**config.mk**
```make
export PLATFORM = sky130hd
export DESIGN_NAME = dram_cycle_decoder
export DESIGN_NICKNAME = d
export VERILOG_FILES = /design/src/rtl/dram_dec_pkg.sv /design/src/rtl/dram_strobe_sampler.sv /design/src/rtl/dram_mode_fsm.sv /design/src/rtl/dram_lane_ctl.sv /design/src/rtl/dram_cycle_decoder.sv
export SDC_FILE = /design/constraint.sdc
export NUM_CORES = 1
export LEC_CHECK = 0
export ABC_AREA = 1
export CORE_MARGIN = 5
export CORE_UTILIZATION = 45
export CTS_BUF_LIST = sky130_fd_sc_hd__clkbuf_8
export CTS_CLUSTER_SIZE = 16
export DETAILED_ROUTE_END_ITERATION = 12
export PLACE_DENSITY_LB_ADDON = 0.1
export SLEW_MARGIN = 20
export SYNTH_ARGS = -nofsm -noshare
export SYNTH_HDL_FRONTEND = slang
export SYNTH_HIERARCHICAL = 1
export SYNTH_SLANG_ARGS = --single-unit
```
**constraint.sdc**
```tcl
create_clock -name clk_i -period 2.4 [get_ports clk_i]
set_input_delay 0.36 -clock clk_i [delete_from_list [all_inputs] [get_ports clk_i]]
set_output_delay 0.36 -clock clk_i [all_outputs]
set_load 0.01 [all_outputs]
```
**src/rtl/dram_dec_pkg.sv**
```systemverilog
package dram_dec_pkg;
  typedef enum logic [2:0] {
    MODE_IDLE     = 3'd0,
    MODE_READ     = 3'd1,
    MODE_EARLY_WR = 3'd2,
    MODE_LATE_WR  = 3'd3,
    MODE_RMW      = 3'd4,
    MODE_ROW_REF  = 3'd5,
    MODE_CBR_REF  = 3'd6
  } cyc_mode_e;

  typedef enum logic [1:0] {
    WK_NONE  = 2'd0,
    WK_EARLY = 2'd1,
    WK_LATE  = 2'd2
  } wr_kind_e;
endpackage

```
**src/rtl/dram_strobe_sampler.sv**
```systemverilog
module dram_strobe_sampler #(
  parameter int NUM_LANES = 2
) (
  input  logic                 clk_i,
  input  logic                 rst_ni,
  input  logic [NUM_LANES-1:0] cas_ni,
  input  logic                 we_ni,
  output logic [NUM_LANES-1:0] cas_q_o,
  output logic                 we_q_o
);
  always_ff @(posedge clk_i or negedge rst_ni) begin
    if (!rst_ni) begin
      cas_q_o <= '1;
      we_q_o  <= 1'b1;
    end else begin
      cas_q_o <= cas_ni;
      we_q_o  <= we_ni;
    end
  end
endmodule

```
**src/rtl/dram_mode_fsm.sv**
```systemverilog
module dram_mode_fsm
  import dram_dec_pkg::*;
(
  input  logic      clk_i,
  input  logic      rst_ni,
  input  logic      ras_ni,
  input  logic      cas_any_i,
  input  logic      we_ni,
  input  logic      we_q_i,
  input  logic      oe_ni,
  output cyc_mode_e mode_q_o,
  output cyc_mode_e mode_nxt_o,
  output logic      wr_ok_o
);
  cyc_mode_e mode_q, mode_d;
  logic      oe_seen_q, oe_seen_d;
  logic      we_fall;

  assign we_fall = !we_ni && we_q_i;

  always_comb begin
    mode_d = mode_q;
    if (ras_ni) mode_d = MODE_IDLE;
    else if (mode_q == MODE_IDLE) mode_d = cas_any_i ? MODE_CBR_REF : MODE_ROW_REF;
    else if (mode_q == MODE_ROW_REF && cas_any_i) mode_d = we_ni ? MODE_READ : MODE_EARLY_WR;
    else if (mode_q == MODE_READ && cas_any_i && we_fall)
      mode_d = oe_seen_q ? MODE_RMW : MODE_LATE_WR;
  end

  // remembers an output-enable read phase for RMW detection
  always_comb begin
    oe_seen_d = oe_seen_q;
    if (ras_ni) oe_seen_d = 1'b0;
    else if (mode_d == MODE_READ && cas_any_i && !oe_ni) oe_seen_d = 1'b1;
  end

  always_ff @(posedge clk_i or negedge rst_ni) begin
    if (!rst_ni) begin
      mode_q    <= MODE_IDLE;
      oe_seen_q <= 1'b0;
    end else begin
      mode_q    <= mode_d;
      oe_seen_q <= oe_seen_d;
    end
  end

  assign mode_q_o   = mode_q;
  assign mode_nxt_o = mode_d;
  assign wr_ok_o    = !ras_ni && mode_q != MODE_IDLE && mode_q != MODE_CBR_REF;

  a_r1_idle_on_ras_high: assert property (@(posedge clk_i) disable iff (!rst_ni)
    ras_ni |=> mode_q == MODE_IDLE);
  a_r2_cbr_only_from_idle: assert property (@(posedge clk_i) disable iff (!rst_ni)
    (mode_q != MODE_IDLE && mode_q != MODE_CBR_REF) |=> mode_q != MODE_CBR_REF);
endmodule

```
**src/rtl/dram_lane_ctl.sv**
```systemverilog
module dram_lane_ctl
  import dram_dec_pkg::*;
(
  input  logic     clk_i,
  input  logic     rst_ni,
  input  logic     ras_ni,
  input  logic     cas_ni,
  input  logic     cas_q_i,
  input  logic     we_ni,
  input  logic     we_q_i,
  input  logic     oe_ni,
  input  logic     wr_ok_i,
  input  logic     read_row_i,
  output logic     wr_stb_o,
  output logic     drive_o,
  output wr_kind_e kind_nxt_o
);
  wr_kind_e kind_q, kind_d;
  logic early_ev, late_ev, drv_set, drv_keep;

  assign early_ev = wr_ok_i && !cas_ni && cas_q_i && !we_ni;
  assign late_ev  = wr_ok_i && !cas_ni && !cas_q_i && !we_ni && we_q_i;

  always_comb begin
    kind_d = kind_q;
    if (ras_ni) kind_d = WK_NONE;
    else if (early_ev) kind_d = WK_EARLY;
    else if (late_ev) kind_d = WK_LATE;
  end

  // turn-off waits for the later of row and lane strobe rising
  assign drv_set  = read_row_i && !cas_ni && !oe_ni && we_ni;
  assign drv_keep = drive_o && !oe_ni && we_ni && !(ras_ni && cas_ni);

  always_ff @(posedge clk_i or negedge rst_ni) begin
    if (!rst_ni) begin
      kind_q   <= WK_NONE;
      wr_stb_o <= 1'b0;
      drive_o  <= 1'b0;
    end else begin
      kind_q   <= kind_d;
      wr_stb_o <= early_ev || late_ev;
      drive_o  <= drv_set || drv_keep;
    end
  end

  assign kind_nxt_o = kind_d;

  a_r6_oe_high_stops_drive: assert property (@(posedge clk_i) disable iff (!rst_ni)
    oe_ni |=> !drive_o);
  a_r4_pulse_needs_lane_strobe: assert property (@(posedge clk_i) disable iff (!rst_ni)
    cas_ni |=> !wr_stb_o);
  a_r6_write_enable_stops_drive: assert property (@(posedge clk_i) disable iff (!rst_ni)
    !we_ni |=> !drive_o);
endmodule

```
**src/rtl/dram_cycle_decoder.sv**
```systemverilog
module dram_cycle_decoder
  import dram_dec_pkg::*;
#(
  parameter int NUM_LANES = 2
) (
  input  logic                 clk_i,
  input  logic                 rst_ni,
  input  logic                 ras_ni,
  input  logic [NUM_LANES-1:0] cas_ni,
  input  logic                 we_ni,
  input  logic                 oe_ni,
  output logic [2:0]           mode_o,
  output logic [NUM_LANES-1:0] wr_stb_o,
  output logic [NUM_LANES-1:0] drive_o,
  output logic                 lane_err_o
);
  logic [NUM_LANES-1:0] cas_q, has_early, has_late;
  logic                 we_q, wr_ok, read_row, err_d;
  cyc_mode_e            mode_q, mode_nxt;
  wr_kind_e             kind_nxt [NUM_LANES];

  dram_strobe_sampler #(.NUM_LANES(NUM_LANES)) u_sampler (
    .clk_i(clk_i), .rst_ni(rst_ni), .cas_ni(cas_ni), .we_ni(we_ni),
    .cas_q_o(cas_q), .we_q_o(we_q)
  );

  dram_mode_fsm u_fsm (
    .clk_i(clk_i), .rst_ni(rst_ni), .ras_ni(ras_ni), .cas_any_i(~&cas_ni),
    .we_ni(we_ni), .we_q_i(we_q), .oe_ni(oe_ni),
    .mode_q_o(mode_q), .mode_nxt_o(mode_nxt), .wr_ok_o(wr_ok)
  );

  assign read_row = mode_nxt == MODE_READ || mode_nxt == MODE_RMW;

  for (genvar g = 0; g < NUM_LANES; g++) begin : g_lane
    dram_lane_ctl u_lane (
      .clk_i(clk_i), .rst_ni(rst_ni), .ras_ni(ras_ni),
      .cas_ni(cas_ni[g]), .cas_q_i(cas_q[g]), .we_ni(we_ni), .we_q_i(we_q),
      .oe_ni(oe_ni), .wr_ok_i(wr_ok), .read_row_i(read_row),
      .wr_stb_o(wr_stb_o[g]), .drive_o(drive_o[g]), .kind_nxt_o(kind_nxt[g])
    );
    assign has_early[g] = kind_nxt[g] == WK_EARLY;
    assign has_late[g]  = kind_nxt[g] == WK_LATE;
  end

  assign err_d = !ras_ni && (lane_err_o || (|has_early && |has_late));

  always_ff @(posedge clk_i or negedge rst_ni) begin
    if (!rst_ni) lane_err_o <= 1'b0;
    else         lane_err_o <= err_d;
  end

  assign mode_o = mode_q;

  a_r10_err_cleared_by_row_high: assert property (@(posedge clk_i) disable iff (!rst_ni)
    ras_ni |=> !lane_err_o);
  a_r2_no_write_in_cbr_row: assert property (@(posedge clk_i) disable iff (!rst_ni)
    (mode_q == MODE_CBR_REF && !ras_ni) |=> wr_stb_o == '0);
endmodule

```
# Yosys cells after proc, flatten, opt, wreduce, memory -nomap -nowiden

Index checks and enable logic that the tools add are counted.

Flip-flop bits (word level): 16
Bits of input ports: 7
Output and inout port bits: 8
Word-level logic and storage cells: 93

Eq/ne operators: 9
Mux-type cells: 15
Reduce and logical (&&, ||, !) cells: 58

Operators with widths:

| operator             | number |
|---|---|
| $logic_and A1 B1 Y1  | 36 |
| $mux W2              | 8 |
| $mux W3              | 5 |
| $logic_not A1 Y1     | 10 |
| $eq A3 B1 Y1 const B | 2 |
| $eq A3 B3 Y1 const B | 2 |
| $logic_or A1 B1 Y1   | 6 |
| $eq A2 B1 Y1 const B | 2 |
| $eq A2 B2 Y1 const B | 2 |
| $reduce_or A2 Y1     | 2 |
| $logic_not A3 Y1     | 1 |
| $ne A3 B3 Y1 const B | 1 |
| $reduce_bool A3 Y1   | 1 |
| $mux W1              | 2 |
| $reduce_and A2 Y1    | 1 |
| $reduce_bool A2 Y1   | 1 |

# Depth between registers and ports, before layout

Depth in word-level cells: 15
Mapped depth: 15
Mapped depth without buffers: 15

# By module

The synthesis kept the hierarchy.

Modules (own cells, without submodules):

| module              | times used | cells each | area an instance (sq um) | sequential area each (sq um) |
|---|---|---|---|---|
| dram_lane_ctl       | 2          | 20         | 196.4                    | 100.1 |
| dram_mode_fsm       | 1          | 46         | 335.3                    | 100.1 |
| dram_cycle_decoder  | 1          | 17         | 95.1                     | 25.0 |
| dram_strobe_sampler | 1          | 3          | 78.8                     | 78.8 |

# Least setup slack after synthesis

OpenSTA, ideal clock, no wires.

Path type: register to register
From: register u_fsm.mode_q[1] (netlist: u_fsm/mode_q_o[1])
To: register lane_err_o
Setup time: 0.117 ns
Data arrival time: 1.524 ns
Required time: 2.283 ns
Setup slack: 0.758 ns
Stages on the path, launching flop included: 12
Path buffers: 0
Period minus slack after synthesis: 1.642 ns
Cells stage by stage: dfrtp_1 nor3_2 nor3_1 inv_1 nor2_4 nand3b_2 a21oi_2 inv_1 nand2_1 nand2_1 nand2_1 a21oi_2

RTL lines:

| element                | RTL line                 | text |
|---|---|---|
| start, declared        | dram_mode_fsm.sv:15      | `cyc_mode_e mode_q, mode_d;` |
| start signal, assigned | dram_mode_fsm.sv:42      | `mode_q <= mode_d;` |
| end signal, assigned   | dram_cycle_decoder.sv:50 | `else lane_err_o <= err_d;` |
| end, declared          | dram_cycle_decoder.sv:15 | `output logic lane_err_o` |

# Worst setup path in the final report

From: input cas_ni[0]
To: register g_lane[0].u_lane.drive_o

Longest elaborated chain between the ends: 14
Elaborated cells between the ends (all ways): 21
Classes of those cells: 2 x eq/ne; 5 x mux; 14 x reduce/logical

Ends and longest elaborated chain:

| element                                      | RTL line                 | text |
|---|---|---|
| start, declared                              | dram_cycle_decoder.sv:9  | `input logic [NUM_LANES-1:0] cas_ni,` |
| $reduce_and A2 Y1 (*)                        | dram_cycle_decoder.sv:28 | `.clk_i(clk_i), .rst_ni(rst_ni), .ras_ni(ras_ni), .cas_any_i(~&cas_ni),` |
| $logic_not A1 Y1                             | dram_cycle_decoder.sv:28 |  |
| $logic_and A1 B1 Y1 (2 in series)            | dram_mode_fsm.sv:26      | `else if (mode_q == MODE_READ && cas_any_i && we_fall)` |
| $mux W3                                      | dram_mode_fsm.sv:26      |  |
| $mux W3                                      | dram_mode_fsm.sv:25      | `else if (mode_q == MODE_ROW_REF && cas_any_i) mode_d = we_ni ? MODE_READ : MODE_EARLY_WR;` |
| $mux W3 (*)                                  | dram_mode_fsm.sv:24      | `else if (mode_q == MODE_IDLE) mode_d = cas_any_i ? MODE_CBR_REF : MODE_ROW_REF;` |
| $mux W3 (*)                                  | dram_mode_fsm.sv:23      | `if (ras_ni) mode_d = MODE_IDLE;` |
| named net mode_nxt[1]                        | dram_cycle_decoder.sv:19 | `cyc_mode_e mode_q, mode_nxt;` |
| $eq A3 B1 Y1 or $eq A3 B3 Y1 (tied branches) | dram_cycle_decoder.sv:33 | `assign read_row = mode_nxt == MODE_READ \|\| mode_nxt == MODE_RMW;` |
| $logic_or A1 B1 Y1 (*)                       | dram_cycle_decoder.sv:33 |  |
| named net read_row                           | dram_cycle_decoder.sv:18 | `logic we_q, wr_ok, read_row, err_d;` |
| $logic_and A1 B1 Y1 (*) (3 in series)        | dram_lane_ctl.sv:32      | `assign drv_set = read_row_i && !cas_ni && !oe_ni && we_ni;` |
| $logic_or A1 B1 Y1 (*)                       | dram_lane_ctl.sv:43      | `drive_o <= drv_set \|\| drv_keep;` |
| end signal, assigned                         | dram_lane_ctl.sv:43      |  |
| end, declared                                | dram_lane_ctl.sv:15      | `output logic drive_o,` |

The timed path passes the listed nets; every way through them passes the cells marked *.
A chain may end at the register's enable or synchronous reset.

==> impl_metrics.tcl <==
set metrics [dict create \
    gp_congestion 0.875 \
    dr.pass1.iters 4 \
    die-area_um2 3000 \
    rsz0062_at_grt "no" \
    drt-vias-per-instance 4.70 \
    boundaryPins 15 \
    vias 728 \
    fillers 171 \
    synth_area_um2 902 \
    drc 0 \
    use_met3_pct 2.45 \
    use_met1_pct 18.5 \
    busiest_layer "met2" \
    startpoint_type "primary input" \
    area_growth_pct 27.6 \
    clockBufferDepth 2 \
    hp-class "register to register" \
    crit_top_cell "nand2_1" \
    status "finished, final reports clean" \
    cts_root_buffer "clkbuf_8" \
    cp_max_fo 5 \
    crit_arrival_ps 2220 \
    core_area_um2 1940 \
    die_y_um 54.8 \
    htree_levels 1 \
    setup_viol 0 \
    ant_nets 0 \
    drive_gt1_share_pct 23.4 \
    cts_hold_buffers 0 \
    postCtsResizedCells 0 \
    most-common-layout-cells "nand2_1, inv_1, clkdlybuf4s50_1, dfrtp_1, a21oi_2" \
    finalClockSkew_ps 3.73 \
    slowest_stage "clkdlybuf4s50_1" \
    clock_latency_ps 240 \
    syn_area_per_cell_um2 8.51 \
    max_slew_margin_pct 53.3 \
    cpPeakStageDelay_ps 490 \
    synth.yosys.seq_area_share_pct 44.8 \
    final_common_cell "nand2_1" \
    cts_inserted_buffers 3 \
    grt_overflow 0 \
    max_cap_viol_count 0 \
    die_w_um 54.8 \
    hold_violations 0 \
    yosysWarnings 6 \
    synth_top_area_share_pct 36.1 \
    routedWlPerCell_um 11.8 \
    tns_ps 0 \
    grt_max_degree 17 \
    cp-end-kind "register" \
    min_period_ps 2050 \
    synth_area_leaders "dfrtp_1, nand2_1, inv_1" \
    fmax_mhz 488 \
    grt_pass1_vias 745 \
    wl_um 1830 \
    port_buffers 14 \
    critPathRequiredTime_ps 2570 \
    ir_worst_vdd_v 0.000386 \
    grt_pass1_wl_um 3190 \
    worst-path-buf-inv 3 \
    antenna_cells 0 \
    grt_util_met2_pct 25.2 \
    fin_hold_ws_ps 514 \
    synth.net_count 113 \
    tritoncts "built" \
    cts_sinks 16 \
    grt_use_total_pct 15.3 \
    p_leak_nw 0.570 \
    hpwl_um 1440 \
    critPathKind "primary input to register" \
    num-nets-final 136 \
    cpLargestDelayFamily "simple AND/OR/NAND/NOR gates" \
    ys_types 21 \
    worst_pin_slew_ps 698 \
    power_density_nw_per_um2 599 \
    first_iter_violations 6 \
    antenna_found_initial 0 \
    path_clk_slew_ps 60 \
    path_cells "clkdlybuf4s50_1, nand2_1, nand2_1, inv_1, nand3_1, nand2_1, nand2_1, nand2_1, nand2_1, nand2_1, nand2_1, inv_1, o21bai_1, a21oi_1, o211ai_1, a21oi_1" \
    post_cts_buffers 0 \
    synth_seq_cells 16 \
    synth_top_cell_by_area "dfrtp_1" \
    num_rows 16 \
    min_period_over_period_pct 85.3 \
    finalMaxSlewViolations 0 \
    start_util_pct 46.5 \
    synthCells 106 \
]
tightest hold or removal path, cell delays in order (launching register included):
cell	delay (ps)
dfrtp_1	360
inv_1	60
a21oi_2	60
stage by stage:
stage	std cells	power [W]	area, um^2	worst slack (ps)	util [%]
final	155	0.000689	1150	352	59.3
after global routing	155	0.000733	1150	139	59.3
after CTS	155	0.000699	1150	356	59.3
after detailed placement	151	0.000498	1110	110	57.0
after global placement	151	0.000494	1110	174	57.0
after floorplan	106	0.000427	902	758	-
state kept, by name, indices dropped and copies added (netlist names):
signal,flops
g_lane.u_lane/drive_o,2
g_lane.u_lane/kind_q,4
g_lane.u_lane/wr_stb_o,2
lane_err_o,1
u_fsm/mode_q_o,3
u_fsm/oe_seen_q,1
u_sampler/cas_q_o,2
u_sampler/we_q_o,1
metal layers:
layer  up-vias  routed length [um]
li1        374                   -
met1       342                 855
met2         8                 913
met3         4                  38
met4         0                  26
met5         -                   0
cells by family after synthesis:
family	share of synthesized area [%]
simple gates	32.7
compound gates	10.5
flops	44.8
buf+inv	11.9
area by class of cell:
cell class	count	area [um^2]	area share, %
clock inverter	1	3.75	0.326
inverter	25	108	9.35
clock buffer	3	41.3	3.59
timing repair buffer	18	170	14.8
tap	27	33.8	2.93
sequential	16	404	35.1
multi-input combinational	65	390	33.9
cells in the mapped netlist:
cell type and count:
a21oi_1 4, a21oi_2 6, bufinv_8 1, dfrtp_1 13, dfstp_2 3, inv_1 22
inv_2 2, nand2_1 30, nand3_1 4, nand3_2 2, nand3b_2 2, nand4_1 2
nand4_4 1, nor2_1 3, nor2_2 2, nor2_4 2, nor2_8 1, nor3_1 2
nor3_2 1, o211ai_1 2, o21bai_1 1
power breakdown:
part           total, W  switching, W  internal [W]
registers      0.000312     0.0000230      0.000289
clock network  0.000196     0.0000831      0.000113
logic          0.000182     0.0000957     0.0000861
final timing paths:
path	from	endpoint	slack, ps	cells past startpoint
setup / recovery	cas_ni[0]	g_lane[0].u_lane/drive_o$_DFF_PN0_	350	16
min in group asynchronous	rst_ni	g_lane[0].u_lane/drive_o$_DFF_PN0_	540	1
setup reg to reg	u_sampler/we_q_o$_DFF_PN1_	g_lane[0].u_lane/drive_o$_DFF_PN0_	540	13
max in group asynchronous	rst_ni	g_lane[1].u_lane/wr_stb_o$_DFF_PN0_	1420	1
hold reg to reg	g_lane[0].u_lane/kind_q[1]$_DFF_PN0_	g_lane[0].u_lane/kind_q[1]$_DFF_PN0_	510	2
hold / removal	g_lane[0].u_lane/kind_q[1]$_DFF_PN0_	g_lane[0].u_lane/kind_q[1]$_DFF_PN0_	510	2
Power figures use the tool's default switching activity.
